### src/rtl/rpt_pkg.sv
package rpt_pkg;
  typedef enum logic {
    POL_DECREMENT = 1'b0,
    POL_CLEAR     = 1'b1
  } mis_pol_e;
endpackage

### src/rtl/rpt_index_split.sv
module rpt_index_split #(
  parameter int PC_W   = 32,
  parameter int PC_LSB = 2,
  parameter int IDX_W  = 4,
  localparam int TAG_W = PC_W - PC_LSB - IDX_W
) (
  input  logic [PC_W-1:0]  pc_i,
  output logic [IDX_W-1:0] idx_o,
  output logic [TAG_W-1:0] tag_o
);
  assign idx_o = pc_i[PC_LSB +: IDX_W];
  assign tag_o = pc_i[PC_W-1 -: TAG_W];

  generate
    if (PC_LSB > 0) begin : g_lsb
      logic unused_lsb;
      assign unused_lsb = ^pc_i[PC_LSB-1:0];
    end
  endgenerate
endmodule

### src/rtl/rpt_entry_array.sv
module rpt_entry_array #(
  parameter int ENTRIES = 16,
  parameter int TAG_W   = 26,
  parameter int ADDR_W  = 32,
  parameter int CNT_W   = 2,
  localparam int IDX_W  = $clog2(ENTRIES)
) (
  input  logic              clk_i,
  input  logic              rst_ni,
  input  logic [IDX_W-1:0]  rd_idx_i,
  output logic              rd_vld_o,
  output logic [TAG_W-1:0]  rd_tag_o,
  output logic [ADDR_W-1:0] rd_last_o,
  output logic [ADDR_W-1:0] rd_stride_o,
  output logic [CNT_W-1:0]  rd_cnt_o,
  input  logic              wr_en_i,
  input  logic [IDX_W-1:0]  wr_idx_i,
  input  logic [TAG_W-1:0]  wr_tag_i,
  input  logic [ADDR_W-1:0] wr_last_i,
  input  logic [ADDR_W-1:0] wr_stride_i,
  input  logic [CNT_W-1:0]  wr_cnt_i
);
  logic              vld_q    [ENTRIES];
  logic [TAG_W-1:0]  tag_q    [ENTRIES];
  logic [ADDR_W-1:0] last_q   [ENTRIES];
  logic [ADDR_W-1:0] stride_q [ENTRIES];
  logic [CNT_W-1:0]  cnt_q    [ENTRIES];

  for (genvar i = 0; i < ENTRIES; i++) begin : g_ent
    always_ff @(posedge clk_i or negedge rst_ni) begin
      if (!rst_ni) begin
        vld_q[i]    <= 1'b0;
        tag_q[i]    <= '0;
        last_q[i]   <= '0;
        stride_q[i] <= '0;
        cnt_q[i]    <= '0;
      end else if (wr_en_i && (wr_idx_i == IDX_W'(i))) begin
        vld_q[i]    <= 1'b1;
        tag_q[i]    <= wr_tag_i;
        last_q[i]   <= wr_last_i;
        stride_q[i] <= wr_stride_i;
        cnt_q[i]    <= wr_cnt_i;
      end
    end
  end

  assign rd_vld_o    = vld_q[rd_idx_i];
  assign rd_tag_o    = tag_q[rd_idx_i];
  assign rd_last_o   = last_q[rd_idx_i];
  assign rd_stride_o = stride_q[rd_idx_i];
  assign rd_cnt_o    = cnt_q[rd_idx_i];

  // Entry written on an access owns its slot next cycle (replacement)
  p_write_owns_slot_r9: assert property (@(posedge clk_i) disable iff (!rst_ni)
    wr_en_i |=> (vld_q[$past(wr_idx_i)] && (tag_q[$past(wr_idx_i)] == $past(wr_tag_i))));
endmodule

### src/rtl/rpt_stride_calc.sv
module rpt_stride_calc
  import rpt_pkg::*;
#(
  parameter int       TAG_W           = 26,
  parameter int       ADDR_W          = 32,
  parameter int       CNT_W           = 2,
  parameter int       THRESH          = 1,
  parameter mis_pol_e MISMATCH_POLICY = POL_DECREMENT
) (
  input  logic              acc_valid_i,
  input  logic [TAG_W-1:0]  acc_tag_i,
  input  logic [ADDR_W-1:0] acc_addr_i,
  input  logic              ent_vld_i,
  input  logic [TAG_W-1:0]  ent_tag_i,
  input  logic [ADDR_W-1:0] ent_last_i,
  input  logic [ADDR_W-1:0] ent_stride_i,
  input  logic [CNT_W-1:0]  ent_cnt_i,
  output logic              hit_o,
  output logic [ADDR_W-1:0] stride_next_o,
  output logic [CNT_W-1:0]  cnt_next_o,
  output logic              pf_fire_o,
  output logic [ADDR_W-1:0] pf_addr_o
);
  localparam logic [CNT_W-1:0] CNT_MAX = '1;
  localparam logic [CNT_W-1:0] THR     = CNT_W'(THRESH);

  logic [ADDR_W-1:0] new_stride;
  logic              match;

  assign hit_o      = acc_valid_i && ent_vld_i && (ent_tag_i == acc_tag_i);
  // modulo subtraction gives the two's-complement stride
  assign new_stride = acc_addr_i - ent_last_i;
  assign match      = (new_stride == ent_stride_i);

  always_comb begin
    if (!hit_o) begin
      stride_next_o = '0;
      cnt_next_o    = '0;
    end else if (match) begin
      stride_next_o = ent_stride_i;
      cnt_next_o    = (ent_cnt_i == CNT_MAX) ? CNT_MAX : ent_cnt_i + 1'b1;
    end else begin
      stride_next_o = new_stride;
      if (MISMATCH_POLICY == POL_CLEAR) cnt_next_o = '0;
      else cnt_next_o = (ent_cnt_i == '0) ? '0 : ent_cnt_i - 1'b1;
    end
  end

  assign pf_fire_o = hit_o && match && (ent_stride_i != '0) && (cnt_next_o > THR);
  assign pf_addr_o = acc_addr_i + ent_stride_i;
endmodule

### src/rtl/stride_rpt.sv
module stride_rpt
  import rpt_pkg::*;
#(
  parameter int       PC_W            = 32,
  parameter int       ADDR_W          = 32,
  parameter int       ENTRIES         = 16,
  parameter int       PC_LSB          = 2,
  parameter int       CNT_W           = 2,
  parameter int       THRESH          = 1,
  parameter mis_pol_e MISMATCH_POLICY = POL_DECREMENT
) (
  input  logic              clk_i,
  input  logic              rst_ni,
  input  logic              acc_valid_i,
  input  logic [PC_W-1:0]   acc_pc_i,
  input  logic [ADDR_W-1:0] acc_addr_i,
  output logic              pf_valid_o,
  output logic [ADDR_W-1:0] pf_addr_o
);
  localparam int IDX_W = $clog2(ENTRIES);
  localparam int TAG_W = PC_W - PC_LSB - IDX_W;

  logic [IDX_W-1:0]  idx;
  logic [TAG_W-1:0]  tag;
  logic              ent_vld;
  logic [TAG_W-1:0]  ent_tag;
  logic [ADDR_W-1:0] ent_last, ent_stride, stride_next, pf_addr_d;
  logic [CNT_W-1:0]  ent_cnt, cnt_next;
  logic              hit, pf_fire;

  rpt_index_split #(.PC_W(PC_W), .PC_LSB(PC_LSB), .IDX_W(IDX_W)) u_split (
    .pc_i (acc_pc_i),
    .idx_o(idx),
    .tag_o(tag)
  );

  rpt_entry_array #(
    .ENTRIES(ENTRIES), .TAG_W(TAG_W), .ADDR_W(ADDR_W), .CNT_W(CNT_W)
  ) u_array (
    .clk_i      (clk_i),
    .rst_ni     (rst_ni),
    .rd_idx_i   (idx),
    .rd_vld_o   (ent_vld),
    .rd_tag_o   (ent_tag),
    .rd_last_o  (ent_last),
    .rd_stride_o(ent_stride),
    .rd_cnt_o   (ent_cnt),
    .wr_en_i    (acc_valid_i),
    .wr_idx_i   (idx),
    .wr_tag_i   (tag),
    .wr_last_i  (acc_addr_i),
    .wr_stride_i(stride_next),
    .wr_cnt_i   (cnt_next)
  );

  rpt_stride_calc #(
    .TAG_W(TAG_W), .ADDR_W(ADDR_W), .CNT_W(CNT_W),
    .THRESH(THRESH), .MISMATCH_POLICY(MISMATCH_POLICY)
  ) u_calc (
    .acc_valid_i  (acc_valid_i),
    .acc_tag_i    (tag),
    .acc_addr_i   (acc_addr_i),
    .ent_vld_i    (ent_vld),
    .ent_tag_i    (ent_tag),
    .ent_last_i   (ent_last),
    .ent_stride_i (ent_stride),
    .ent_cnt_i    (ent_cnt),
    .hit_o        (hit),
    .stride_next_o(stride_next),
    .cnt_next_o   (cnt_next),
    .pf_fire_o    (pf_fire),
    .pf_addr_o    (pf_addr_d)
  );

  always_ff @(posedge clk_i or negedge rst_ni) begin
    if (!rst_ni) begin
      pf_valid_o <= 1'b0;
      pf_addr_o  <= '0;
    end else begin
      pf_valid_o <= pf_fire;
      if (pf_fire) pf_addr_o <= pf_addr_d;
    end
  end

  p_pf_follows_access_r11: assert property (@(posedge clk_i) disable iff (!rst_ni)
    pf_valid_o |-> $past(acc_valid_i));
  p_idle_no_pf_r10: assert property (@(posedge clk_i) disable iff (!rst_ni)
    !$past(acc_valid_i) |-> !pf_valid_o);
  p_miss_no_pf_r2: assert property (@(posedge clk_i) disable iff (!rst_ni)
    (acc_valid_i && !hit) |=> !pf_valid_o);
  p_nonzero_step_r6: assert property (@(posedge clk_i) disable iff (!rst_ni)
    pf_valid_o |-> (pf_addr_o != $past(acc_addr_i)));
endmodule

### config.mk
export PLATFORM = sky130hd
export DESIGN_NAME = stride_rpt
export DESIGN_NICKNAME = d
export VERILOG_FILES = /design/src/rtl/rpt_pkg.sv /design/src/rtl/rpt_index_split.sv /design/src/rtl/rpt_entry_array.sv /design/src/rtl/rpt_stride_calc.sv /design/src/rtl/stride_rpt.sv
export SDC_FILE = /design/constraint.sdc
export NUM_CORES = 2
export LEC_CHECK = 0
export BUFFER_PORTS_ARGS = -buffer_cell sky130_fd_sc_hd__buf_2
export CELL_PAD_IN_SITES_DETAIL_PLACEMENT = 0
export CELL_PAD_IN_SITES_GLOBAL_PLACEMENT = 1
export CORE_MARGIN = 5
export CORE_UTILIZATION = 53
export DETAILED_ROUTE_END_ITERATION = 16
export PLACE_DENSITY = 0.82
export SYNTH_ARGS = -nofsm -noshare
export SYNTH_HDL_FRONTEND = slang
export SYNTH_SLANG_ARGS = --single-unit
### constraint.sdc
create_clock -name clk_i -period 6.12 [get_ports clk_i]
set_input_delay 1.836 -clock clk_i [delete_from_list [all_inputs] [get_ports clk_i]]
set_output_delay 1.836 -clock clk_i [all_outputs]
set_load 0.005 [all_outputs]
# Yosys cells after proc, flatten, opt, wreduce, memory -nomap -nowiden
# Index checks and enable logic that the tools add are counted.
word_totals:
  register_bits: 1521
  output_inout_bits: 33
classes:
  addsub: 4
  order_cmp: 2
  n_eq_ne: 18
  n_mux: 21
  n_bitwise: 1
  n_reduce_logical: 24
op_table:
  columns: ["op", "n"]
  rows:
  - ["$bmux W32 S4", 2]
  - ["$mux W32", 6]
  - ["$bmux W26 S4", 1]
  - ["$mux W26", 2]
  - ["$add A32 B32 Y32", 1]
  - ["$eq A32 B32 Y1", 1]
  - ["$eq A4 B4 Y1 const B", 8]
  - ["$reduce_bool A32 Y1", 1]
  - ["$sub A32 B32 Y32", 1]
  - ["$eq A26 B26 Y1", 1]
  - ["$logic_and A1 B1 Y1", 21]
  - ["$eq A4 B3 Y1 const B", 4]
  - ["$mux W2", 6]
  - ["$bmux W2 S4", 1]
  - ["$eq A4 B2 Y1 const B", 2]
  - ["$ge A5 B5 Y1 const B", 1]
  - ["$not A4 Y5", 1]
  - ["$bmux W1 S4", 1]
  - ["$eq A4 B1 Y1 const B", 1]
  - ["$logic_not A4 Y1", 1]
  - ["$add A2 B1 Y2 const B", 1]
  - ["$eq A2 B2 Y1 const B", 1]
  - ["$gt A2 B1 Y1 const B", 1]
  - ["$logic_not A2 Y1", 1]
  - ["2 further kinds", 3]

# Logic depth before layout (Yosys ltp)
depth:
  depth_word: 10
  ltp_mapped: 26
  mapped_depth_nobuf: 17

# Cells and area by module
# A second synthesis with hierarchy kept.
hier_totals:
  hier_cells: 4827
  hier_area_um2: 72298.1
modules_own_cells:
  columns: ["mod", "instances", "cells_each", "area_each_um2", "seq_area_each_um2"]
  rows:
  - ["rpt_entry_array", 1, 4032, 65883.2, 37235.7]
  - ["rpt_stride_calc", 1, 696, 4819.6, 0.0]
  - ["stride_rpt", 1, 69, 1370.1, 825.8]
  - ["rpt_index_split", 1, 30, 225.2, 0.0]

# Worst setup path before layout
# No wires, ideal clock.
synth_timing:
  path_kind: "input-to-reg"
  start: "input port acc_pc_i[2]"
  end: "register pf_addr_o[10]"
  setup_time_ns: 0.125
  arrival_ns: 8.644
  path_slack_ns: -2.649
  path_stages: 26
  path_cell_list: "buf_2 -> buf_6 -> buf_6 -> buf_4 -> buf_6 -> buf_4 -> buf_2 -> buf_2 -> buf_1 -> mux4_2 -> mux4_2 -> inv_1 -> ha_1 -> clkbuf_1 -> a21oi_1 -> o21ai_0 -> nor3_1 -> nor2_1 -> nor3_1 -> xnor3_1 -> a311o_1 -> or4_1 -> nor4_4 -> nand4_4 -> buf_6 -> mux2_4"
synth_via:
  elab_chain_cells: 10
synth_rtl:
  columns: ["element", "line", "rtl"]
  rows:
  - ["from (decl)", "stride_rpt.sv:15", "input logic [PC_W-1:0] acc_pc_i,"]
  - ["$not A4 Y5 (implied by the code) *", null, null]
  - ["$bmux W32 S4 / $bmux W2 S4 (equally long branches)", "rpt_entry_array.sv:49, rpt_entry_array.sv:51", null]
  - ["$mux W32 (implied by the code) / $mux W2 (equally long branches) (2 in a row)", "rpt_entry_array.sv:49, rpt_entry_array.sv:51", null]
  - ["$sub A32 B32 Y32, or another cell as far along", "rpt_stride_calc.sv:32", "assign new_stride = acc_addr_i - ent_last_i;"]
  - ["$eq A32 B32 Y1, or another cell as far along", "rpt_stride_calc.sv:33", "assign match = (new_stride == ent_stride_i);"]
  - ["$mux W2", "rpt_stride_calc.sv:39", "end else if (match) begin"]
  - ["$mux W2", "rpt_stride_calc.sv:36", "if (!hit_o) begin"]
  - ["$gt A2 B1 Y1", "rpt_stride_calc.sv:49", "assign pf_fire_o = hit_o && match && (ent_stride_i != '0) && (cnt_next_o > THR);"]
  - ["$logic_and A1 B1 Y1", "rpt_stride_calc.sv:49", null]
  - ["to (signal assigned)", "stride_rpt.sv:81", "if (pf_fire) pf_addr_o <= pf_addr_d;"]
  - ["to (decl)", "stride_rpt.sv:18", "output logic [ADDR_W-1:0] pf_addr_o"]
# Every way passes the cells marked *; elsewhere a longest branch is shown, timed or not. The select of a mux whose other input is x is not followed.
# A chain may end at the register's enable or synchronous reset.

# Final worst setup path
layout_timing:
  start: "input port acc_pc_i[2]"
  end: "register pf_addr_o[29]"
# The elaborated chain is that of the path after synthesis.

==> results.txt <==
Avg WL per Cell: 24.9 µm
Category of the critical setup timing path: in2reg
Ys Warns: 0
# IOs: 100
Max Used Layer: met5
Initial core utilization: 0.534
Largest stage delay, worst path: 0.50 ns
Number of storage elements in the synthesis netlist: 1521
Cell type group with the largest total delay on the critical path: buffers and inverters
Critical path capture point type: flop
Commonest cells in the netlist: 1521 x dfrtp_1, 904 x mux2_2, 678 x nand2_1, 589 x o21ai_0, 443 x mux4_2
Global-route usage over all layers: 0.269
Synth Flop Type: dfrtp_1
Post-Synth Adder-Cell Area: 0.0120
Post-synthesis xor/xnor area fraction: 0.0140
Fraction of the mapped netlist area in compound gates: 0.0667
Post-synth top area share: 0.526
Hold-fix buffers at CTS: 0
Number of placement rows: 135
Initial antenna violation count: 11
Pin count of the biggest net entering global routing: 149
Area of the die: 144000 µm²
Worst R2R Setup Slack: 1.03 ns
Area taken by multi-input logic gates: 32600 µm²
Area Overhead vs Synth: 17.0%
GP Congestion: 0.902
Multiplexer area fraction after synthesis: 0.288
Slew of the pin with the lowest slew margin: 1.06 ns
Shortest clock period the worst path allows after layout: 6.03 ns
Via density per instance: 6.11
Area taken by flip-flops and latches: 38100 µm²
Total setup violations reported at the end of the flow: 0
Insertion delay to the later sink of the worst-skew pair: 0.80 ns
Core Area: 136000 µm²
Number of buffers and inverters on the critical path: 9
Number of port buffers: 97
Met3 WL post-DR: 11700 µm
Fraction of the mapped netlist area in simple logic gates: 0.0619
Period utilization: 0.986
Maximum ir drop on the vdd rail: 314 µV
Number of H-tree levels: 4
Worst min-delay path class: reg2reg
CTS tree: done
Syn nets: 5677
Number of DRC markers in iteration 0: 3888
Num CTS Buffers: 156
DRC Markers: 0
Most numerous cell in the Yosys netlist: dfrtp_1
Cell count after synthesis: 5542
Overall routed net length: 195000 µm
Clock input transition at the sequential cells of the worst setup and hold paths: 0.06 ns
Final Slew Violations: 0
Slowest cell on the critical path: mux4_2
Most common cell on crit path: buf_4
Proportion of synthesized flip-flops having asynchronous set or reset: 1.00
Status: completed
Global-route wire length before repair: 301000 µm
Hold violation count in the final report: 0
Fin cells: 7825
Max Clock Skew: 0.0222 ns
CP required: 6.79 ns
Max_slew headroom: 0.292
Number of enable-type register cells in the synthesized netlist: 0
Design Power: 0.0280 W
Buffer depth of the longest clock path: 3
Total instance count after detailed placement: 7519
Length of the first detailed-routing pass in iterations: 7
Mean Syn Cell Area: 13.1 µm²
Cells traversed along the worst timing path: buf_16 > buf_16 > buf_12 > mux4_2 > mux4_2 > inv_1 > ha_1 > a21o_1 > a21o_1 > nor3_2 > nand3_4 > buf_4 > a211o_1 > o211ai_1 > xor2_1 > o31ai_1 > buf_4 > nor4_4 > buf_4 > nand4_4 > buf_12 > clkbuf_16 > mux2_4
Placement Cell Area: 78700 µm²
Die W: 380 µm
Total of fill cells in the finished design: 10.2k
Combined area of all synthesized cells: 72400 µm²
Number of distinct standard cells referenced by the synthesized netlist: 73
Main combinational cell family by area after synthesis: multiplexers
Sum of overflow across all layers after global routing: 0
Crit start category: input port
Final Cell Area: 84700 µm²
Clock root buffer: clkbuf_16
Sequential element share of the synthesized area: 0.526
Library cell occupying the most area in the post-synthesis netlist: dfrtp_1
Maxcap violations: 0
Power density cells: 330 nW/µm²
Net count of the finished layout: 6050
Main area contributors after synthesis: dfrtp_1 53%, mux2_2 14%, mux4_2 14%, o21ai_0 4.1%, nand2_1 3.5%
Total length of routed met2 wires: 92700 µm
Routed metal-1 wire length: 84800 µm
Share of cells above drive strength 1: 0.402
Antenna-violating nets left: 0
Arrival time worst endpoint: 6.70 ns
Maximum fanout along the worst path: 8
Chip height: 380 µm
Routed via count: 47.8k
Maximum clock rate: 0.166 GHz
Post-DP HPWL: 123000 µm
TritonCTS sink count: 1521
Vias in the first global route: 49.2k
Static leakage power: 37.7 nW
[cell usage in the layout (no fill, tap or decap), types with 43 or more instances in the layout]
| master | count |
|---|---|
| a21oi_1 | 89 |
| buf_12 | 63 |
| buf_2 | 92 |
| buf_4 | 538 |
| clkbuf_16 | 165 |
| dfrtp_1 | 1521 |
| ha_1 | 61 |
| inv_1 | 51 |
| mux2_2 | 904 |
| mux4_2 | 443 |
| nand2_1 | 664 |
| nand2b_1 | 43 |
| nor3_1 | 97 |
| o211ai_1 | 43 |
| o21ai_0 | 570 |
| xnor2_1 | 74 |
[layer usage]
metal	track usage	vias to the layer above
met4	0.0804	12
li1	-	20925
met5	0	-
met1	0.387	25103
met3	0.0405	333
met2	0.430	1404
[path summary, 6_finish.rpt]
path                                startpoint              endpoint  cells past startpoint
min in group asynchronous               rst_ni   u_array.last_q[499]                      1
setup reg to reg           u_array.last_q[128]         pf_addr_o[29]                     20
setup / recovery                   acc_pc_i[2]         pf_addr_o[29]                     23
hold / removal                u_array.vld_q[1]      u_array.vld_q[1]                      1
max in group asynchronous               rst_ni  u_array.stride_q[57]                      2
hold reg to reg               u_array.vld_q[1]      u_array.vld_q[1]                      1
[sequential cells by signal, indices dropped and copies added (netlist names)]
| signal | cells |
|---|---|
| pf_addr_o | 32 |
| u_array.last_q | 512 |
| pf_valid_o | 1 |
| u_array.cnt_q | 32 |
| u_array.vld_q | 16 |
| u_array.tag_q | 416 |
| u_array.stride_q | 512 |
[cell families (layout without fill, tap and decap cells)]
kind of cell    count (synthesis)  count (layout)
xor+xnor                      106             106
fa+ha+maj                      68              68
other cells                     0               5
simple gates                 1022            1022
compound gates                862             862
mux                          1403            1403
flops                        1521            1521
buf+inv                       560            1057
[where the power goes]
part | total (W) | switching [W] | internal (W) | leakage [nW]
registers | 0.0122 | 0.000707 | 0.0115 | 19.6
clock network | 0.00990 | 0.00404 | 0.00586 | 2.63
logic | 0.00586 | 0.00256 | 0.00330 | 15.5
total | 0.0280 | 0.00730 | 0.0207 | 37.7
[repair_timing]
| action | in CTS | in global routing |
|---|---|---|
| setup buffers | 3 | 11 |
| endpoints found under the hold margin | 0 | 0 |
| cloned | 0 | 6 |
| resized for setup | 6 | 69 |
| pin swaps | 0 | 31 |
| endpoints found under the setup margin | 48 | 70 |
[final cells by class]
cell class,instances,area share
Clock inverter,44,0.00835
Clock buffer,238,0.0551
Inverter,58,0.00257
Timing Repair Buffer,717,0.0734
Tap cell,1781,0.0263
Sequential cell,1521,0.449
Antenna cell,5,0.000148
Multi-Input combinational cell,3461,0.385
[through the flow]
stage / util / hold WS [ns] / setup WS (ns) / setup TNS [ns]
5_1_grt: 0.624 / 0.469 / -0.0254 / -0.363
4_1_cts: 0.620 / 0.462 / 0.0178 / 0
3_3_place_gp: 0.580 / 0.444 / -0.966 / -257.75
2_1_floorplan: - / 0.429 / -1.29 / -88.88
3_5_place_dp: 0.580 / 0.447 / -0.938 / -319.51
6_report: 0.625 / 0.460 / 0.0870 / 0
Note: power is estimated with default switching activity, not from simulation.
